**config.mk**
```make
export PLATFORM = sky130hd
export DESIGN_NAME = extmem_wr_seq
export DESIGN_NICKNAME = d
export VERILOG_FILES = /design/src/rtl/extmem_wr_pkg.sv /design/src/rtl/extmem_ack_sync.sv /design/src/rtl/extmem_wr_fsm.sv /design/src/rtl/extmem_bus_drv.sv /design/src/rtl/extmem_wr_seq.sv
export SDC_FILE = /design/constraint.sdc
export NUM_CORES = 1
export LEC_CHECK = 0
export BUFFER_PORTS_ARGS = -buffer_cell sky130_fd_sc_hd__buf_2
export CAP_MARGIN = 20
export CORE_MARGIN = 4
export CORE_UTILIZATION = 43
export CTS_CLUSTER_DIAMETER = 30
export DETAILED_ROUTE_END_ITERATION = 7
export PLACE_DENSITY = 0.73
export SKIP_LAST_GASP = 1
export SYNTH_ARGS = -nofsm -noshare
export SYNTH_HDL_FRONTEND = slang
export SYNTH_SLANG_ARGS = --single-unit
```
**constraint.sdc**
```tcl
create_clock -name clk -period 1.9 [get_ports clk]
set_input_delay 0.19 -clock clk [delete_from_list [all_inputs] [get_ports clk]]
set_output_delay 0.19 -clock clk [all_outputs]
set_load 0.005 [all_outputs]
```
**src/rtl/extmem_wr_pkg.sv**
```systemverilog
package extmem_wr_pkg;

    localparam int WAIT_W      = 3;
    localparam int BASE_CYCLES = 2;
    localparam int CNT_W       = $clog2(BASE_CYCLES + (2 ** WAIT_W)) + 1;

    typedef enum logic [2:0] {
        ST_IDLE,
        ST_SETUP,
        ST_STROBE,
        ST_HOLD,
        ST_END,
        ST_GAP
    } wr_state_e;

    typedef struct packed {
        logic [WAIT_W-1:0] waits;
        logic              hold_en;
        logic              idle_en;
    } wr_cfg_t;

    function automatic wr_state_e next_after_strobe(wr_cfg_t c);
        return c.hold_en ? ST_HOLD : ST_END;
    endfunction

    function automatic wr_state_e next_after_end(wr_cfg_t c);
        return c.idle_en ? ST_GAP : ST_IDLE;
    endfunction

    function automatic logic [CNT_W-1:0] strobe_last(wr_cfg_t c);
        return CNT_W'(BASE_CYCLES - 1) + CNT_W'(c.waits);
    endfunction

endpackage

```
**src/rtl/extmem_ack_sync.sv**
```systemverilog
module extmem_ack_sync #(
    parameter int STAGES = 2
) (
    input  logic clk,
    input  logic rst,
    input  logic ack_async,
    output logic ack_sync
);
    logic [STAGES-1:0] chain;

    always_ff @(posedge clk) begin
        if (rst) begin
            chain <= '1;
        end else begin
            chain <= {chain[STAGES-2:0], ack_async};
        end
    end

    assign ack_sync = chain[STAGES-1];
endmodule

```
**src/rtl/extmem_wr_fsm.sv**
```systemverilog
module extmem_wr_fsm
    import extmem_wr_pkg::*;
#(
    parameter int ADDR_W = 16,
    parameter int DATA_W = 16,
    parameter int BANK_W = 2
) (
    input  logic              clk,
    input  logic              rst,
    input  logic              req_valid,
    input  logic [ADDR_W-1:0] req_addr,
    input  logic [DATA_W-1:0] req_data,
    input  logic [BANK_W-1:0] req_bank,
    input  wr_cfg_t           cfg_in,
    input  logic              ack_ok,
    output wr_state_e         state,
    output logic [CNT_W-1:0]  cnt,
    output wr_cfg_t           cfg_q,
    output logic [ADDR_W-1:0] addr_q,
    output logic [DATA_W-1:0] data_q,
    output logic [BANK_W-1:0] bank_q
);
    always_ff @(posedge clk) begin
        if (rst) begin
            state  <= ST_IDLE;
            cnt    <= '0;
            cfg_q  <= '0;
            addr_q <= '0;
            data_q <= '0;
            bank_q <= '0;
        end else begin
            unique case (state)
                ST_IDLE: begin
                    if (req_valid) begin
                        addr_q <= req_addr;
                        data_q <= req_data;
                        bank_q <= req_bank;
                        cfg_q  <= cfg_in;
                        state  <= ST_SETUP;
                    end
                end
                ST_SETUP: begin
                    cnt   <= '0;
                    state <= ST_STROBE;
                end
                ST_STROBE: begin
                    if (cnt >= strobe_last(cfg_q) && ack_ok) begin
                        state <= next_after_strobe(cfg_q);
                    end else if (cnt != '1) begin
                        cnt <= cnt + 1'b1;
                    end
                end
                ST_HOLD: state <= ST_END;
                ST_END:  state <= next_after_end(cfg_q);
                ST_GAP:  state <= ST_IDLE;
                default: state <= ST_IDLE;
            endcase
        end
    end
endmodule

```
**src/rtl/extmem_bus_drv.sv**
```systemverilog
module extmem_bus_drv
    import extmem_wr_pkg::*;
#(
    parameter int ADDR_W    = 16,
    parameter int DATA_W    = 16,
    parameter int NUM_BANKS = 4,
    parameter int BANK_W    = 2
) (
    input  wr_state_e             state,
    input  logic [CNT_W-1:0]      cnt,
    input  wr_cfg_t               cfg_q,
    input  logic [ADDR_W-1:0]     addr_q,
    input  logic [DATA_W-1:0]     data_q,
    input  logic [BANK_W-1:0]     bank_q,
    output logic                  req_ready,
    output logic                  done,
    output logic [ADDR_W-1:0]     mem_addr,
    output logic [NUM_BANKS-1:0]  mem_sel_n,
    output logic                  mem_wr_n,
    output logic [DATA_W-1:0]     mem_data_o,
    output logic                  mem_data_oe,
    output logic                  addr_clk
);
    logic                 on_bus;
    logic [NUM_BANKS-1:0] sel_dec;

    always_comb begin
        sel_dec = '0;
        for (int b = 0; b < NUM_BANKS; b++) begin
            sel_dec[b] = (BANK_W'(b) == bank_q);
        end
    end

    always_comb begin
        on_bus      = (state == ST_SETUP) || (state == ST_STROBE) ||
                      (state == ST_HOLD)  || (state == ST_END);
        mem_sel_n   = on_bus ? ~sel_dec : '1;
        mem_wr_n    = (state != ST_STROBE);
        mem_data_oe = ((state == ST_STROBE) && (cnt != '0)) || (state == ST_HOLD);
        mem_data_o  = data_q;
        mem_addr    = addr_q;
        addr_clk    = (state == ST_SETUP);
        req_ready   = (state == ST_IDLE);
        done        = ((state == ST_END) && !cfg_q.idle_en) || (state == ST_GAP);
    end
endmodule

```
**src/rtl/extmem_wr_seq.sv**
```systemverilog
module extmem_wr_seq
    import extmem_wr_pkg::*;
#(
    parameter int ADDR_W    = 16,
    parameter int DATA_W    = 16,
    parameter int NUM_BANKS = 4,
    parameter int SYNC_FF   = 2,
    localparam int BANK_W   = (NUM_BANKS > 1) ? $clog2(NUM_BANKS) : 1
) (
    input  logic                 clk,
    input  logic                 rst,
    input  logic                 req_valid,
    output logic                 req_ready,
    input  logic [ADDR_W-1:0]    req_addr,
    input  logic [DATA_W-1:0]    req_data,
    input  logic [BANK_W-1:0]    req_bank,
    input  logic [2:0]           cfg_wait,
    input  logic                 cfg_hold,
    input  logic                 cfg_idle,
    input  logic                 ack_in,
    output logic                 done,
    output logic [ADDR_W-1:0]    mem_addr,
    output logic [NUM_BANKS-1:0] mem_sel_n,
    output logic                 mem_wr_n,
    output logic [DATA_W-1:0]    mem_data_o,
    output logic                 mem_data_oe,
    output logic                 addr_clk
);
    wr_state_e         state;
    logic [CNT_W-1:0]  cnt;
    wr_cfg_t           cfg_in, cfg_q;
    logic [ADDR_W-1:0] addr_q;
    logic [DATA_W-1:0] data_q;
    logic [BANK_W-1:0] bank_q;
    logic              ack_ok;

    assign cfg_in = '{waits: cfg_wait, hold_en: cfg_hold, idle_en: cfg_idle};

    extmem_ack_sync #(.STAGES(SYNC_FF)) u_sync (
        .clk(clk), .rst(rst), .ack_async(ack_in), .ack_sync(ack_ok)
    );

    extmem_wr_fsm #(.ADDR_W(ADDR_W), .DATA_W(DATA_W), .BANK_W(BANK_W)) u_fsm (
        .clk(clk), .rst(rst), .req_valid(req_valid), .req_addr(req_addr),
        .req_data(req_data), .req_bank(req_bank), .cfg_in(cfg_in),
        .ack_ok(ack_ok), .state(state), .cnt(cnt), .cfg_q(cfg_q),
        .addr_q(addr_q), .data_q(data_q), .bank_q(bank_q)
    );

    extmem_bus_drv #(.ADDR_W(ADDR_W), .DATA_W(DATA_W), .NUM_BANKS(NUM_BANKS),
                     .BANK_W(BANK_W)) u_drv (
        .state(state), .cnt(cnt), .cfg_q(cfg_q), .addr_q(addr_q),
        .data_q(data_q), .bank_q(bank_q), .req_ready(req_ready), .done(done),
        .mem_addr(mem_addr), .mem_sel_n(mem_sel_n), .mem_wr_n(mem_wr_n),
        .mem_data_o(mem_data_o), .mem_data_oe(mem_data_oe), .addr_clk(addr_clk)
    );

    // the bus is only driven during or right after a low strobe
    a_r6_oe_within_strobe: assert property (@(posedge clk) disable iff (rst)
        mem_data_oe |-> (!mem_wr_n || $past(!mem_wr_n)));

    // never driven in the clock the strobe falls
    a_r6_no_drive_at_fall: assert property (@(posedge clk) disable iff (rst)
        $fell(mem_wr_n) |-> !mem_data_oe);

    // a setup clock with the address clock precedes every strobe
    a_r3_setup_first: assert property (@(posedge clk) disable iff (rst)
        $fell(mem_wr_n) |-> $past(addr_clk));

    // address unchanged while the strobe is low
    a_r8_addr_stable: assert property (@(posedge clk) disable iff (rst)
        !mem_wr_n |-> $stable(mem_addr));

    // at most one select active
    a_r12_onehot_sel: assert property (@(posedge clk) disable iff (rst)
        $onehot0(~mem_sel_n));

    // the bus is quiet whenever a request can be taken
    a_r2_ready_quiet: assert property (@(posedge clk) disable iff (rst)
        req_ready |-> (mem_wr_n && (&mem_sel_n) && !mem_data_oe));

    // done lasts a single clock
    a_r10_done_single: assert property (@(posedge clk) disable iff (rst)
        done |=> !done);
endmodule

```
==> results.md <==
- Worst hold margin: 0.0754 ns
- Die height: just under 80 um
- Yosys cell types: 37
- Slew HR: a little under three fifths
- Status: complete, but fails checks
- IO buf count: 83
- Min Tclk post-route: 2.00 ns
- Register bit total from synthesis: 49
- First-pass GRT wire length: 8450 um
- DR WL/cell: 12.0 um
- Via density: around 4.8
- Largest net degree at the start of global routing: 36
- Detailed-route via count: 1974
- Area of the mapped netlist: around 0.0021 mm^2
- CP Data Arrival Time: around 2.2 ns
- Fin area: roughly 0.0027 mm^2
- Fin. Hold Viols: 0
- Initial detailed-routing violation count: 62
- Antenna cells: 0
- Synth area leaders: dfxtp_1 47%, nand2_1 15%, a21oi_1 11%, ha_1 4.8%, nand3_1 2.2%
- TritonCTS clock tree: built
- WP data required: 2.13 ns
- Max Slew Vio Count: 0
- Crit. End Element: register
- Clock skew: 0.00550 ns
- Commonest non-fill, non-tap cell in the layout: nand2_1
- RSZ-0062 raised after global routing: yes
- Final WL: 4980 um
- Placed cell area: 0.00260 mm^2
- Area Growth Syn to Fin: 31.1%
- Yosys warns: 0
- Yosys top cell area share: ~47%
- Core area: 0.00472 mm^2
- 1st-pass router iterations: 4
- Die footprint: 0.00604 mm^2
- Clk sinks: 49
- Max frequency: 499 MHz
- Most frequent cells in the layout: 86 x nand2_1, 83 x buf_2, 47 x a21oi_1, 47 x dfxtp_1, 12 x buf_4
- CTS H-Tree Depth: 2
- Remaining DRCs: 0
- Initial Util: between 40 and 50%
- Startpoint Class: register
- Die Wd: a little under 80 um
- Mean Syn Cell Area: roughly 8 um^2
- Critical path class: register to register
- Max Buffers Root-to-Sink: 2
- Clock transition at path regs: approximately 0.09 ns
- Failing checks: negative setup slack
- Final Setup Violations: 4
- Post-synth net total: 311
- Vias in the first global route: 1873
- Worst-Skew Late Latency: 0.30 ns
- Mapped Cells: 260
- Yosys top cell by area: dfxtp_1
- Setup slack after layout: -0.105 ns
- Hold Path Class: input pin to register
- I/O Pins: 84
- Ys async rst share: 0%
- Antenna violations before repair: 0
- Routability Congestion: 0.801
- Final Cycle Share: 106%
- Layout cells sized above 1: 33.9%
- Std-Cell Rows: 25
- Post-DRT Antenna Nets: 0
- Max Cap Viol: 0
- Crit-path max FO: 4
- Hpwl dp: 3570 um
- Clock buffer count from CTS: 5
- Register area share after synthesis: 46.9%
- EDFF count, synth: 0
- Worst slew pin tran: about 0.65 ns
- Gr usage total: 17.3%
- Top_reg_cell synth: dfxtp_1
- Tot Pwr: 0.00353 W
- Total congestion overflow: 0
- Leak: 1.24 nW
- VDD IR max: 0.000640 V
- Final Net Count: 398
- Clock Tree Root: clkbuf_8
- Buffers inserted during post-CTS setup optimization: 0
- Pwr dens: 1290 mW/mm^2
report_power, final:
group          internal (W)  leakage (nW)  switching [W]
clock              0.000394        0.0543       0.000354
combinational      0.000639         0.787       0.000777
sequential          0.00123         0.402       0.000134
per-layer routing:
metal | track usage, % | routed length [um] | vias to the layer above
li1 | - | - | 1026
met1 | 21.5 | 2170 | 886
met2 | 26.7 | 2320 | 54
met3 | 7.31 | 401 | 8
met4 | 6.23 | 82 | 0
met5 | 0 | 0 | -
kinds of logic (layout without fill, tap and decap cells):
logic type	Yosys count	count (layout)	synth area share [%]
xor gates and xnor gates	2	2	0.838
buffers and inverters	26	114	6.05
DFF	49	49	46.9
adders and majority gates	8	8	4.79
AOI/OAI and AO/OA	58	58	16.6
and+or+nand+nor	116	116	24.3
muxes	1	1	0.479
cell type report:
| cell class | instances | area (um^2) |
|---|---|---|
| multi-input cells | 185 | 1000 |
| repair buffers | 96 | 517 |
| well taps | 67 | 83.8 |
| clock inverters | 3 | 46.3 |
| inverters | 10 | 37.5 |
| clock buffers | 5 | 68.8 |
| fillers | 458 | 1980 |
| flip-flops and latches | 49 | 983 |
per-stage QoR:
| step | setup WS, ns | setup TNS (ns) | cells | util, % |
|---|---|---|---|---|
| floorplan | -0.0914 | -0.141 | 260 | - |
| global placement | -0.0443 | -0.0443 | 407 | 55.1 |
| detailed placement | -0.103 | -0.213 | 407 | 55.1 |
| CTS | -0.110 | -0.173 | 415 | 58.0 |
| global route | -0.211 | -0.722 | 415 | 58.0 |
| finish | -0.105 | -0.172 | 415 | 58.0 |
cell usage after synthesis (3+ instances only):
| master | count |
|---|---|
| nand2_1 | 86 |
| clkbuf_1 | 10 |
| nor2_1 | 3 |
| nand2b_1 | 3 |
| inv_1 | 10 |
| buf_2 | 3 |
| a21oi_1 | 47 |
| dfxtp_1 | 49 |
| ha_1 | 8 |
| nand3_1 | 9 |
worst max-delay path, stage by stage (launching register included):
cell and delay [ns]:
dfxtp_2 0.35, ha_4 0.16, xnor2_2 0.12, ha_1 0.29, a21o_2 0.24, a31oi_4 0.18, o211ai_4 0.11, or3b_1 0.35
a31oi_1 0.13
timing repair:
action | CTS | global route
hold buffers | 0 | 0
resized for setup | 3 | 2
pin swaps | 2 | 0
endpoints found under the setup margin | 5 | 7
state kept, by name, indices dropped and copies added (netlist names):
name,count
u_fsm.cfg_q,5
u_fsm.state,3
u_fsm.cnt,5
u_sync.chain,2
u_fsm.bank_q,2
u_fsm.data_q,16
u_fsm.addr_q,16
path summary, 6_finish.rpt:
check | startpoint | end | slack [ns] | cells past startpoint
hold / removal | ack_in | u_sync.chain[0]$_SDFF_PP1_ | 0.08 | 2
setup reg to reg | u_fsm.cfg_q[3]$_SDFFE_PP0P_ | u_fsm.cnt[2]$_SDFFE_PP0P_ | -0.10 | 8
hold reg to reg | u_sync.chain[0]$_SDFF_PP1_ | u_sync.chain[1]$_SDFF_PP1_ | 0.42 | 1
setup / recovery | u_fsm.cfg_q[3]$_SDFFE_PP0P_ | u_fsm.cnt[2]$_SDFFE_PP0P_ | -0.10 | 8
Note: power is estimated with default switching activity, not from simulation.
